<file path="config.mk">
export PLATFORM = sky130hd
export DESIGN_NAME = shared_irq_cond
export DESIGN_NICKNAME = d
export VERILOG_FILES = /design/src/rtl/sic_pkg.sv /design/src/rtl/sic_sync.sv /design/src/rtl/sic_line.sv /design/src/rtl/sic_router.sv /design/src/rtl/shared_irq_cond.sv
export SDC_FILE = /design/constraint.sdc
export NUM_CORES = 2
export LEC_CHECK = 0
export BUFFER_PORTS_ARGS = -buffer_cell sky130_fd_sc_hd__buf_2
export CAP_MARGIN = 20
export CORE_MARGIN = 4
export CORE_UTILIZATION = 52
export CTS_BUF_LIST = sky130_fd_sc_hd__clkbuf_8
export DETAILED_ROUTE_END_ITERATION = 10
export MAX_ROUTING_LAYER = met4
export PLACE_DENSITY = 0.71
export SYNTH_ARGS = -nofsm -noshare
export SYNTH_HDL_FRONTEND = slang
export SYNTH_HIERARCHICAL = 1
export SYNTH_SLANG_ARGS = --single-unit
</file>
<file path="constraint.sdc">
create_clock -name clk -period 3 [get_ports clk]
set_input_delay 0.6 -clock clk [delete_from_list [all_inputs] [get_ports clk]]
set_output_delay 0.6 -clock clk [all_outputs]
set_load 0.05 [all_outputs]
</file>
<file path="src/rtl/sic_pkg.sv">
package sic_pkg;

    localparam int ADDR_W = 12;
    localparam int REG_W  = 32;
    localparam int PIN_W  = 6;

    localparam logic [ADDR_W-1:0] OFS_POL    = 12'h100;
    localparam logic [ADDR_W-1:0] OFS_TRIG   = 12'h180;
    localparam logic [ADDR_W-1:0] OFS_DUAL   = 12'h200;
    localparam logic [ADDR_W-1:0] OFS_SWEDGE = 12'h280;
    localparam logic [ADDR_W-1:0] OFS_MCLR   = 12'h300;
    localparam logic [ADDR_W-1:0] OFS_MSET   = 12'h380;
    localparam logic [ADDR_W-1:0] OFS_MASK   = 12'h400;
    localparam logic [ADDR_W-1:0] OFS_PEND   = 12'h480;
    localparam logic [ADDR_W-1:0] OFS_MAP    = 12'h500;

    typedef enum logic [3:0] {
        RG_NONE, RG_POL, RG_TRIG, RG_DUAL, RG_SWEDGE,
        RG_MCLR, RG_MSET, RG_MASK, RG_PEND, RG_MAP
    } reg_sel_e;

    typedef struct packed {
        logic             to_pin;
        logic             to_nmi;
        logic [PIN_W-1:0] pin;
    } route_t;

    typedef struct packed {
        logic level_hi;
        logic edge_mode;
        logic both_edges;
    } line_cfg_t;

    function automatic reg_sel_e decode_sel(input logic [ADDR_W-1:0] a);
        reg_sel_e s;
        s = RG_NONE;
        if (a[1:0] == 2'b00) begin
            if (a >= OFS_MAP) begin
                s = RG_MAP;
            end else begin
                case (a[ADDR_W-1:7])
                    5'd2: s = RG_POL;
                    5'd3: s = RG_TRIG;
                    5'd4: s = RG_DUAL;
                    5'd5: s = (a[6:2] == 5'd0) ? RG_SWEDGE : RG_NONE;
                    5'd6: s = RG_MCLR;
                    5'd7: s = RG_MSET;
                    5'd8: s = RG_MASK;
                    5'd9: s = RG_PEND;
                    default: s = RG_NONE;
                endcase
            end
        end
        return s;
    endfunction

    function automatic logic [REG_W-1:0] route_word(input route_t r);
        return {r.to_pin, r.to_nmi, {(REG_W-2-PIN_W){1'b0}}, r.pin};
    endfunction

endpackage

</file>
<file path="src/rtl/sic_sync.sv">
module sic_sync #(
    parameter int W = 64
) (
    input  logic         clk,
    input  logic         rst,
    input  logic [W-1:0] raw_i,
    output logic [W-1:0] smp_o
);
    logic [W-1:0] stage1_q, stage2_q;

    always_ff @(posedge clk) begin
        if (rst) begin
            stage1_q <= '0;
            stage2_q <= '0;
        end else begin
            stage1_q <= raw_i;
            stage2_q <= stage1_q;
        end
    end

    assign smp_o = stage2_q;
endmodule

</file>
<file path="src/rtl/sic_line.sv">
module sic_line
    import sic_pkg::*;
(
    input  logic      clk,
    input  logic      rst,
    input  logic      smp_i,
    input  line_cfg_t cfg_i,
    input  logic      sw_set_i,
    input  logic      sw_clr_i,
    output logic      pend_o
);
    logic prev_q, pend_q;
    logic rise, fall, hit, active;

    assign rise   = smp_i & ~prev_q;
    assign fall   = ~smp_i & prev_q;
    assign active = cfg_i.level_hi ? smp_i : ~smp_i;

    always_comb begin
        if (cfg_i.both_edges) hit = rise | fall;
        else                  hit = cfg_i.level_hi ? rise : fall;
    end

    always_ff @(posedge clk) begin
        if (rst) begin
            prev_q <= 1'b0;
            pend_q <= 1'b0;
        end else begin
            prev_q <= smp_i;
            if (!cfg_i.edge_mode)      pend_q <= active;
            else if (hit || sw_set_i)  pend_q <= 1'b1;
            else if (sw_clr_i)         pend_q <= 1'b0;
        end
    end

    assign pend_o = pend_q;


    sticky_edge_chk: assert property (@(posedge clk) disable iff (rst)
        (cfg_i.edge_mode && pend_q && !sw_clr_i) |=> pend_q);


    dual_hit_chk: assert property (@(posedge clk) disable iff (rst)
        (cfg_i.edge_mode && cfg_i.both_edges && (smp_i != prev_q)) |=> pend_q);


    sw_clear_chk: assert property (@(posedge clk) disable iff (rst)
        (cfg_i.edge_mode && sw_clr_i && !sw_set_i && (smp_i == prev_q)) |=> !pend_q);


    level_idle_chk: assert property (@(posedge clk) disable iff (rst)
        (!cfg_i.edge_mode && (smp_i != cfg_i.level_hi)) |=> !pend_q);
endmodule

</file>
<file path="src/rtl/sic_router.sv">
module sic_router
    import sic_pkg::*;
#(
    parameter int NUM_LINES = 64,
    parameter int NUM_PINS  = 8
) (
    input  logic [NUM_LINES-1:0] act_i,
    input  route_t               route_i [NUM_LINES],
    output logic [NUM_PINS-1:0]  pin_o,
    output logic                 nmi_o
);
    for (genvar p = 0; p < NUM_PINS; p++) begin : g_pin
        logic acc;
        always_comb begin
            acc = 1'b0;
            for (int n = 0; n < NUM_LINES; n++) begin
                if (act_i[n] && route_i[n].to_pin && (route_i[n].pin == PIN_W'(p)))
                    acc = 1'b1;
            end
        end
        assign pin_o[p] = acc;
    end

    always_comb begin
        nmi_o = 1'b0;
        for (int n = 0; n < NUM_LINES; n++) begin
            if (act_i[n] && route_i[n].to_nmi) nmi_o = 1'b1;
        end
    end
endmodule

</file>
<file path="src/rtl/shared_irq_cond.sv">
module shared_irq_cond
    import sic_pkg::*;
#(
    parameter int NUM_LINES = 64,
    parameter int NUM_PINS  = 8
) (
    input  logic                 clk,
    input  logic                 rst,
    input  logic [NUM_LINES-1:0] irq_in,
    input  logic                 reg_we,
    input  logic                 reg_re,
    input  logic [ADDR_W-1:0]    reg_addr,
    input  logic [REG_W-1:0]     reg_wdata,
    output logic [REG_W-1:0]     reg_rdata,
    output logic [NUM_PINS-1:0]  irq_pin,
    output logic                 irq_nmi
);
    localparam int NWORDS = NUM_LINES / REG_W;
    localparam int MIDX_W = ADDR_W - 2;

    logic [NUM_LINES-1:0] pol_q, trig_q, dual_q, mask_q;
    route_t               route_q [NUM_LINES];
    logic [NUM_LINES-1:0] smp, pend, act, sw_set, sw_clr;
    line_cfg_t            cfg [NUM_LINES];
    logic [REG_W-1:0]     rd_word, rdata_q;

    reg_sel_e          sel;
    logic [4:0]        wsel;
    logic [MIDX_W-1:0] midx;

    assign sel  = decode_sel(reg_addr);
    assign wsel = reg_addr[6:2];
    assign midx = MIDX_W'((reg_addr - OFS_MAP) >> 2);

    function automatic logic [REG_W-1:0] pick_word(input logic [NUM_LINES-1:0] v,
                                                   input logic [4:0] ws);
        logic [REG_W-1:0] r;
        r = '0;
        for (int w = 0; w < NWORDS; w++) begin
            if (ws == 5'(w)) r = v[w*REG_W +: REG_W];
        end
        return r;
    endfunction

    // configuration, mask and route storage
    always_ff @(posedge clk) begin
        if (rst) begin
            pol_q  <= '1;
            trig_q <= '0;
            dual_q <= '0;
            mask_q <= '0;
            for (int n = 0; n < NUM_LINES; n++) route_q[n] <= '0;
        end else if (reg_we) begin
            for (int w = 0; w < NWORDS; w++) begin
                if (wsel == 5'(w)) begin
                    case (sel)
                        RG_POL:  pol_q[w*REG_W +: REG_W]  <= reg_wdata;
                        RG_TRIG: trig_q[w*REG_W +: REG_W] <= reg_wdata;
                        RG_DUAL: dual_q[w*REG_W +: REG_W] <= reg_wdata;
                        RG_MSET: mask_q[w*REG_W +: REG_W] <= mask_q[w*REG_W +: REG_W] | reg_wdata;
                        RG_MCLR: mask_q[w*REG_W +: REG_W] <= mask_q[w*REG_W +: REG_W] & ~reg_wdata;
                        default: ;
                    endcase
                end
            end
            for (int n = 0; n < NUM_LINES; n++) begin
                if (sel == RG_MAP && midx == MIDX_W'(n))
                    route_q[n] <= '{to_pin: reg_wdata[31], to_nmi: reg_wdata[30],
                                    pin: reg_wdata[PIN_W-1:0]};
            end
        end
    end

    // software edge decode
    always_comb begin
        for (int n = 0; n < NUM_LINES; n++) begin
            sw_set[n] = reg_we && (sel == RG_SWEDGE) && (reg_wdata[7:0] == 8'(n)) && reg_wdata[31];
            sw_clr[n] = reg_we && (sel == RG_SWEDGE) && (reg_wdata[7:0] == 8'(n)) && !reg_wdata[31];
            cfg[n]    = '{level_hi: pol_q[n], edge_mode: trig_q[n], both_edges: dual_q[n]};
        end
    end

    sic_sync #(.W(NUM_LINES)) u_sync (
        .clk   (clk),
        .rst   (rst),
        .raw_i (irq_in),
        .smp_o (smp)
    );

    for (genvar n = 0; n < NUM_LINES; n++) begin : g_line
        sic_line u_line (
            .clk      (clk),
            .rst      (rst),
            .smp_i    (smp[n]),
            .cfg_i    (cfg[n]),
            .sw_set_i (sw_set[n]),
            .sw_clr_i (sw_clr[n]),
            .pend_o   (pend[n])
        );
    end

    assign act = pend & mask_q;

    sic_router #(.NUM_LINES(NUM_LINES), .NUM_PINS(NUM_PINS)) u_router (
        .act_i   (act),
        .route_i (route_q),
        .pin_o   (irq_pin),
        .nmi_o   (irq_nmi)
    );

    // read path
    always_comb begin
        rd_word = '0;
        case (sel)
            RG_POL:  rd_word = pick_word(pol_q, wsel);
            RG_TRIG: rd_word = pick_word(trig_q, wsel);
            RG_DUAL: rd_word = pick_word(dual_q, wsel);
            RG_MASK: rd_word = pick_word(mask_q, wsel);
            RG_PEND: rd_word = pick_word(pend, wsel);
            RG_MAP: begin
                for (int n = 0; n < NUM_LINES; n++)
                    if (midx == MIDX_W'(n)) rd_word = route_word(route_q[n]);
            end
            default: rd_word = '0;
        endcase
    end

    always_ff @(posedge clk) begin
        if (rst)         rdata_q <= '0;
        else if (reg_re) rdata_q <= rd_word;
    end

    assign reg_rdata = rdata_q;


    mask_set_chk: assert property (@(posedge clk) disable iff (rst)
        (reg_we && sel == RG_MSET && wsel == 5'd0)
        |=> ((mask_q[REG_W-1:0] & $past(reg_wdata)) == $past(reg_wdata)));


    mask_clr_chk: assert property (@(posedge clk) disable iff (rst)
        (reg_we && sel == RG_MCLR && wsel == 5'd0)
        |=> ((mask_q[REG_W-1:0] & $past(reg_wdata)) == '0));


    map_write_chk: assert property (@(posedge clk) disable iff (rst)
        (reg_we && sel == RG_MAP && midx == '0)
        |=> (route_word(route_q[0]) == ($past(reg_wdata) & 32'hC000_003F)));


    rd_hold_chk: assert property (@(posedge clk) disable iff (rst)
        !reg_re |=> $stable(reg_rdata));


    quiet_masked_chk: assert property (@(posedge clk) disable iff (rst)
        (mask_q == '0) |-> (irq_pin == '0 && !irq_nmi));
endmodule

</file>
==> results of run 1 <==
==> synthesized netlist by cell type (28+ instances only) <==
cell type	n	area, µm²
sky130_fd_sc_hd__inv_1	169	634
sky130_fd_sc_hd__nor3_2	69	691
sky130_fd_sc_hd__buf_4	29	218
sky130_fd_sc_hd__o31ai_1	38	285
sky130_fd_sc_hd__dfxtp_1	1056	21100
sky130_fd_sc_hd__or4_1	36	270
sky130_fd_sc_hd__nor4_1	89	557
sky130_fd_sc_hd__buf_2	81	405
sky130_fd_sc_hd__nand4_1	83	519
sky130_fd_sc_hd__and2_1	71	444
sky130_fd_sc_hd__mux2i_1	98	981
sky130_fd_sc_hd__o22ai_1	126	788
sky130_fd_sc_hd__nand3_1	119	596
sky130_fd_sc_hd__nor2b_1	305	1910
sky130_fd_sc_hd__clkbuf_1	301	1130
sky130_fd_sc_hd__a311oi_1	73	639
sky130_fd_sc_hd__nand4b_1	28	245
sky130_fd_sc_hd__xnor2_1	64	561
sky130_fd_sc_hd__nor2_1	602	2260
sky130_fd_sc_hd__nor4b_1	32	280
sky130_fd_sc_hd__o211ai_1	32	240
sky130_fd_sc_hd__a31oi_1	34	213
sky130_fd_sc_hd__o2111a_1	65	732
sky130_fd_sc_hd__ha_1	128	1600
sky130_fd_sc_hd__o21ai_0	128	641
sky130_fd_sc_hd__a211o_1	68	596
sky130_fd_sc_hd__nor3_1	107	536
sky130_fd_sc_hd__a22oi_1	191	1430
sky130_fd_sc_hd__nand2b_1	165	1030
sky130_fd_sc_hd__nand2_1	1549	5810
sky130_fd_sc_hd__a21oi_1	832	4160
sky130_fd_sc_hd__a221oi_1	48	420
==> kinds of logic after synthesis <==
logic type               synth area share (%)
AND/OR/NAND/NOR                          30.6
AO/OA/AOI/OAI                            21.7
flip-flops                               37.4
buffers and inverters                    4.42
adder cells (fa/ha/maj)                  2.83
multiplexers                             2.07
XOR/XNOR                                 1.01
==> timing repair <==
| action | CTS |
|---|---|
| endpoints found under the setup margin | 9 |
| pin swaps | 68 |
| setup buffers | 9 |
| gates resized for setup | 306 |
| hold buffers | 74 |
| endpoints found under the hold margin | 80 |
==> routing by layer <==
metal / overflow / track usage (%)
met2: 72 / 90.4
met4: 58 / 74.6
met3: 0 / 57.2
met5: - / -
met1: 0 / 75.9
==> per-stage QoR <==
stage	util (%)	cell area [µm²]	cells	setup WS, ns	setup TNS (ns)
3_3_place_gp	66.6	71600	10200	-0.920	-113.23
3_5_place_dp	66.6	71600	10200	-0.896	-133.07
4_1_cts	72.1	77500	10600	-1.19	-9.10
2_1_floorplan	-	56600	7338	0.0320	0
==> impl_metrics.tcl, run 1 <==
set metrics [dict create \
    gp_congestion 1.34 \
    syn_area_mm2 0.0566 \
    cts_root_buf "sky130_fd_sc_hd__clkbuf_8" \
    run_status "did not finish" \
    rows 120 \
    postSynthCellCount 7338 \
    grt_pass1_wl_um 611000 \
    most_used_flip_flop_cell_after_synthesis "sky130_fd_sc_hd__dfxtp_1" \
    grt_use_total_pct 75.8 \
    postSynthNetCount 7578 \
    global_route.overflow_total 130 \
    post_synth_edffs 0 \
    h-tree-depth 4 \
    dpl.hpwl_um 271000 \
    grt_pass1_vias 80300 \
    floorplan.initialDensity_pct 52.6 \
    synth_async_reset_ratio_pct 0 \
    grt_start_max_net_pins 208 \
    cts_sinks 1056 \
    chipWidth_um 338 \
    die-height_um 338 \
    synth.yosys.seq_area_share_pct 37.4 \
    first-error "[ERROR GRT-0116] Global routing finished with congestion. Check the congestion regions in the DRC Viewer." \
    syn-mean-instance-area_um2 7.71 \
    flow.stopped_at "global routing (5_1_grt)" \
    synth_seq_cells 1056 \
    number_of_warning_messages_in_the_yosys_log 6 \
    io_pins 153 \
    cts_buffers 174 \
    ys_types 111 \
    max-clock-path-buffers 3 \
    count_of_input_and_output_buffers 152 \
]
==> run 2, diff against run 1 <==
--- a/config.mk
+++ b/config.mk
@@ -8,11 +8,9 @@
 export BUFFER_PORTS_ARGS = -buffer_cell sky130_fd_sc_hd__buf_2
 export CAP_MARGIN = 20
 export CORE_MARGIN = 4
-export CORE_UTILIZATION = 52
-export CTS_BUF_LIST = sky130_fd_sc_hd__clkbuf_8
+export CORE_UTILIZATION = 37
 export DETAILED_ROUTE_END_ITERATION = 10
-export MAX_ROUTING_LAYER = met4
-export PLACE_DENSITY = 0.71
+export PLACE_DENSITY_LB_ADDON = 0.15
 export SYNTH_ARGS = -nofsm -noshare
 export SYNTH_HDL_FRONTEND = slang
 export SYNTH_HIERARCHICAL = 1
==> constraint.sdc (replaced) <==
create_clock -name clk -period 3.9 [get_ports clk]
set_input_delay 0.78 -clock clk [delete_from_list [all_inputs] [get_ports clk]]
set_output_delay 0.78 -clock clk [all_outputs]
set_load 0.05 [all_outputs]
==> run 2 against run 1 <==
The flow now finishes, with violations (negative setup slack); synthesized area is the same; synthesized cell count did not move.
==> impl_metrics.tcl, run 2 <==
set metrics [dict create \
    worst_ep_arrival_time_ns 3.70 \
    fin_worst_skew_ns 0.0690 \
    syn_area_mm2 0.0566 \
    grt_start_max_net_pins 183 \
    final_cell_mix "sky130_fd_sc_hd__nand2_1 (1,538), sky130_fd_sc_hd__buf_4 (1,068), sky130_fd_sc_hd__dfxtp_1 (1,023), sky130_fd_sc_hd__a21oi_1 (828), sky130_fd_sc_hd__nor2_1 (592)" \
    cellPowerDensity_mw_per_mm2 331 \
    hold_viol_final 0 \
    finalSetupTns_ns -3.41 \
    critical-path-top-delay-family "simple AND/OR/NAND/NOR gates" \
    chipWidth_um 399 \
    power.ir.vdd_worst_mv 0.480 \
    io_pins 153 \
    synth.yosys.seq_area_share_pct 37.4 \
    initial_antenna_violation_count 66 \
    synth_commonest_cells "sky130_fd_sc_hd__nand2_1 (1,549), sky130_fd_sc_hd__dfxtp_1 (1,056), sky130_fd_sc_hd__a21oi_1 (832), sky130_fd_sc_hd__nor2_1 (602), sky130_fd_sc_hd__nor2b_1 (305)" \
    synthToLayoutAreaGrowth_pct 30.9 \
    worst_slew_pin_slew_ns 1.25 \
    final_core_util_pct 48.7 \
    drive_gt1_share_pct 23.3 \
    post-synth-top-area-fraction_pct 37.4 \
    cts_buffers 116 \
    clock_network_latency_to_the_later_pin_of_the_worst_skew_pair_ns 0.83 \
    grt_setup_unrepaired "true" \
    number_of_warning_messages_in_the_yosys_log 6 \
    floorplan.initialDensity_pct 37.2 \
    drt-pass1-iter-count 9 \
    cts_sinks 1056 \
    worst_path_largest_cell_delay_ns 0.44 \
    timing.critical_path.slowest_stage_cell "sky130_fd_sc_hd__or4b_1" \
    die-height_um 399 \
    hold_buffers 0 \
    syn-mean-instance-area_um2 7.71 \
    rows 143 \
    min_path_type "primary input to register" \
    h-tree-depth 3 \
    critical_path.max_fanout 3 \
    timing.max_slew.rel_slack_pct 16.3 \
    crit_path_cell_trace "and2_1 -> nor4bb_4 -> nand2_1 -> buf_4 -> o22ai_2 -> a2111oi_2 -> buf_4 -> or4b_1 -> nand4bb_1 -> buf_6 -> buf_12" \
    synth.top_cells.by_area "sky130_fd_sc_hd__dfxtp_1 (37%), sky130_fd_sc_hd__nand2_1 (10%), sky130_fd_sc_hd__a21oi_1 (7.4%)" \
    global_route.overflow_total 0 \
    synth_seq_cells 1056 \
    clk_pin_slew_worst_paths_ns 0.06 \
    fin_hold_ws_ns 0.151 \
    dpl.hpwl_um 303000 \
    grt_use_total_pct 48.3 \
    stdcell_area_mm2 0.0740 \
    cp.required_ns 3.12 \
    yosys.area.top_type "sky130_fd_sc_hd__dfxtp_1" \
    cts_root_buf "sky130_fd_sc_hd__clkbuf_16" \
    grt_pass1_vias 61200 \
    critPathCaptureType "output pin" \
    final_common_cell "sky130_fd_sc_hd__nand2_1" \
    fin_nets 8579 \
    clock.fmax_mhz 223 \
    run_status "finished, violations left" \
    detail_route.vias_per_cell 6.38 \
    drt_first_iter_violations 9999 \
    finalWirelength_um 394000 \
    cpMostUsedCell "sky130_fd_sc_hd__buf_4" \
    gp_congestion 1.22 \
    worst-setup-path-type "register to output pin" \
    failed_checks "negative setup slack" \
    fp.dieArea_mm2 0.159 \
    synth_async_reset_ratio_pct 0 \
    fp.coreArea_mm2 0.152 \
    post_synth_edffs 0 \
    drc 0 \
    route.antenna.remaining_nets 0 \
    setup_violations 10 \
    final.fill_count 15000 \
    max-clock-path-buffers 3 \
    post_drt_wl_per_cell_um 37.5 \
    num_vias 67100 \
    drv_cap 0 \
    tritoncts "done" \
    period_share_pct 115 \
    post-synth-top-count-cell "sky130_fd_sc_hd__nand2_1" \
    count_of_input_and_output_buffers 152 \
    finalWorstPathRequiredPeriod_ns 4.48 \
    postSynthNetCount 7578 \
    grt_pass1_wl_um 528000 \
    power.static_leakage_nw 26.7 \
    most_used_flip_flop_cell_after_synthesis "sky130_fd_sc_hd__dfxtp_1" \
    maxSlewViolCount 0 \
    largest_reg_flops 512 \
    ys_types 111 \
    worst_setup_sp_type "register" \
    finalWorstSetupSlack_ns -0.580 \
    postSynthCellCount 7338 \
    critical_path.n_buffers_inverters 4 \
    largest_register_by_flop_count "route_q" \
    placedInstanceArea_mm2 0.0680 \
]
-- run 2: cell counts after synthesis --
No cell type changed its count.
-- run 2: final cells by class --
class	count	area, µm²	area share, %
clock inverters	51	786	1.06
well taps	2030	2540	3.43
clock buffers	161	3300	4.46
flip-flops and latches	1056	21200	28.6
multi-input cells	5674	34700	46.8
inverters	171	642	0.867
diodes	42	105	0.142
repair buffers	1320	10800	14.6
-- run 2: worst paths after layout --
kind | startpoint | end | slack (ns) | cells after the start
worst max-delay path | g_line[41].u_line/pend_o | irq_pin[6] | -0.58 | 11
worst min-delay path | irq_in[28] | u_sync/stage1_q[28] | 0.15 | 2
worst max register to register | route_q[361] | reg_rdata[1] | 0.24 | 11
worst min register to register | u_sync/stage1_q[7] | u_sync/smp_o[7] | 0.43 | 1
-- run 2: metal layers --
layer	share of wire, %	track usage, %
met5	0.086	1.57
met1	36	55.6
met3	12	18.9
met4	12	43.1
met2	41	68.7
-- run 2: worst register-to-register path, stage by stage, from the launching register on --
cell	delay, ns
sky130_fd_sc_hd__dfxtp_1	0.51
sky130_fd_sc_hd__buf_4	0.29
sky130_fd_sc_hd__mux2i_1	0.14
sky130_fd_sc_hd__o211ai_1	0.40
sky130_fd_sc_hd__buf_4	0.18
sky130_fd_sc_hd__o21a_1	0.19
sky130_fd_sc_hd__buf_12	0.14
sky130_fd_sc_hd__a41oi_1	0.21
sky130_fd_sc_hd__nor4_1	1.03
sky130_fd_sc_hd__nor3_1	0.13
sky130_fd_sc_hd__buf_4	0.19
sky130_fd_sc_hd__o21ai_0	0.15
-- run 2: timing repair --
item	CTS	global route
hold endpoints to repair	0	0
setup buffers	15	11
pin swaps	72	44
gates resized for setup	338	102
endpoints found under the setup margin	10	9
-- run 2: kinds of logic (layout without fill, tap and decap cells) --
family	count (synthesis)	count (layout)	share of synthesized area, %
other	0	42	0
multiplexers	112	112	2.07
AO/OA/AOI/OAI	1874	1874	21.7
buffers and inverters	608	1703	4.42
XOR/XNOR	65	65	1.01
AND/OR/NAND/NOR	3495	3495	30.6
flip-flops	1056	1056	37.4
adder cells (fa/ha/maj)	128	128	2.83
-- run 2: through the flow --
step	total power [mW]	worst slack, ns	cells
4_1_cts	24.5	-0.540	10500
2_1_floorplan	11.9	0.682	7338
5_1_grt	25.0	-0.607	10500
6_report	24.5	-0.580	10500
3_5_place_dp	12.7	-0.851	10200
3_3_place_gp	12.7	-0.916	10200
-- run 2: report_power, final --
group / internal, mW / switching, mW
logic: 0.494 / 1.15
registers: 10.9 / 0.0656
clock network: 6.86 / 5.06
total: 18.2 / 6.28
(Power assumes the default switching activity.)
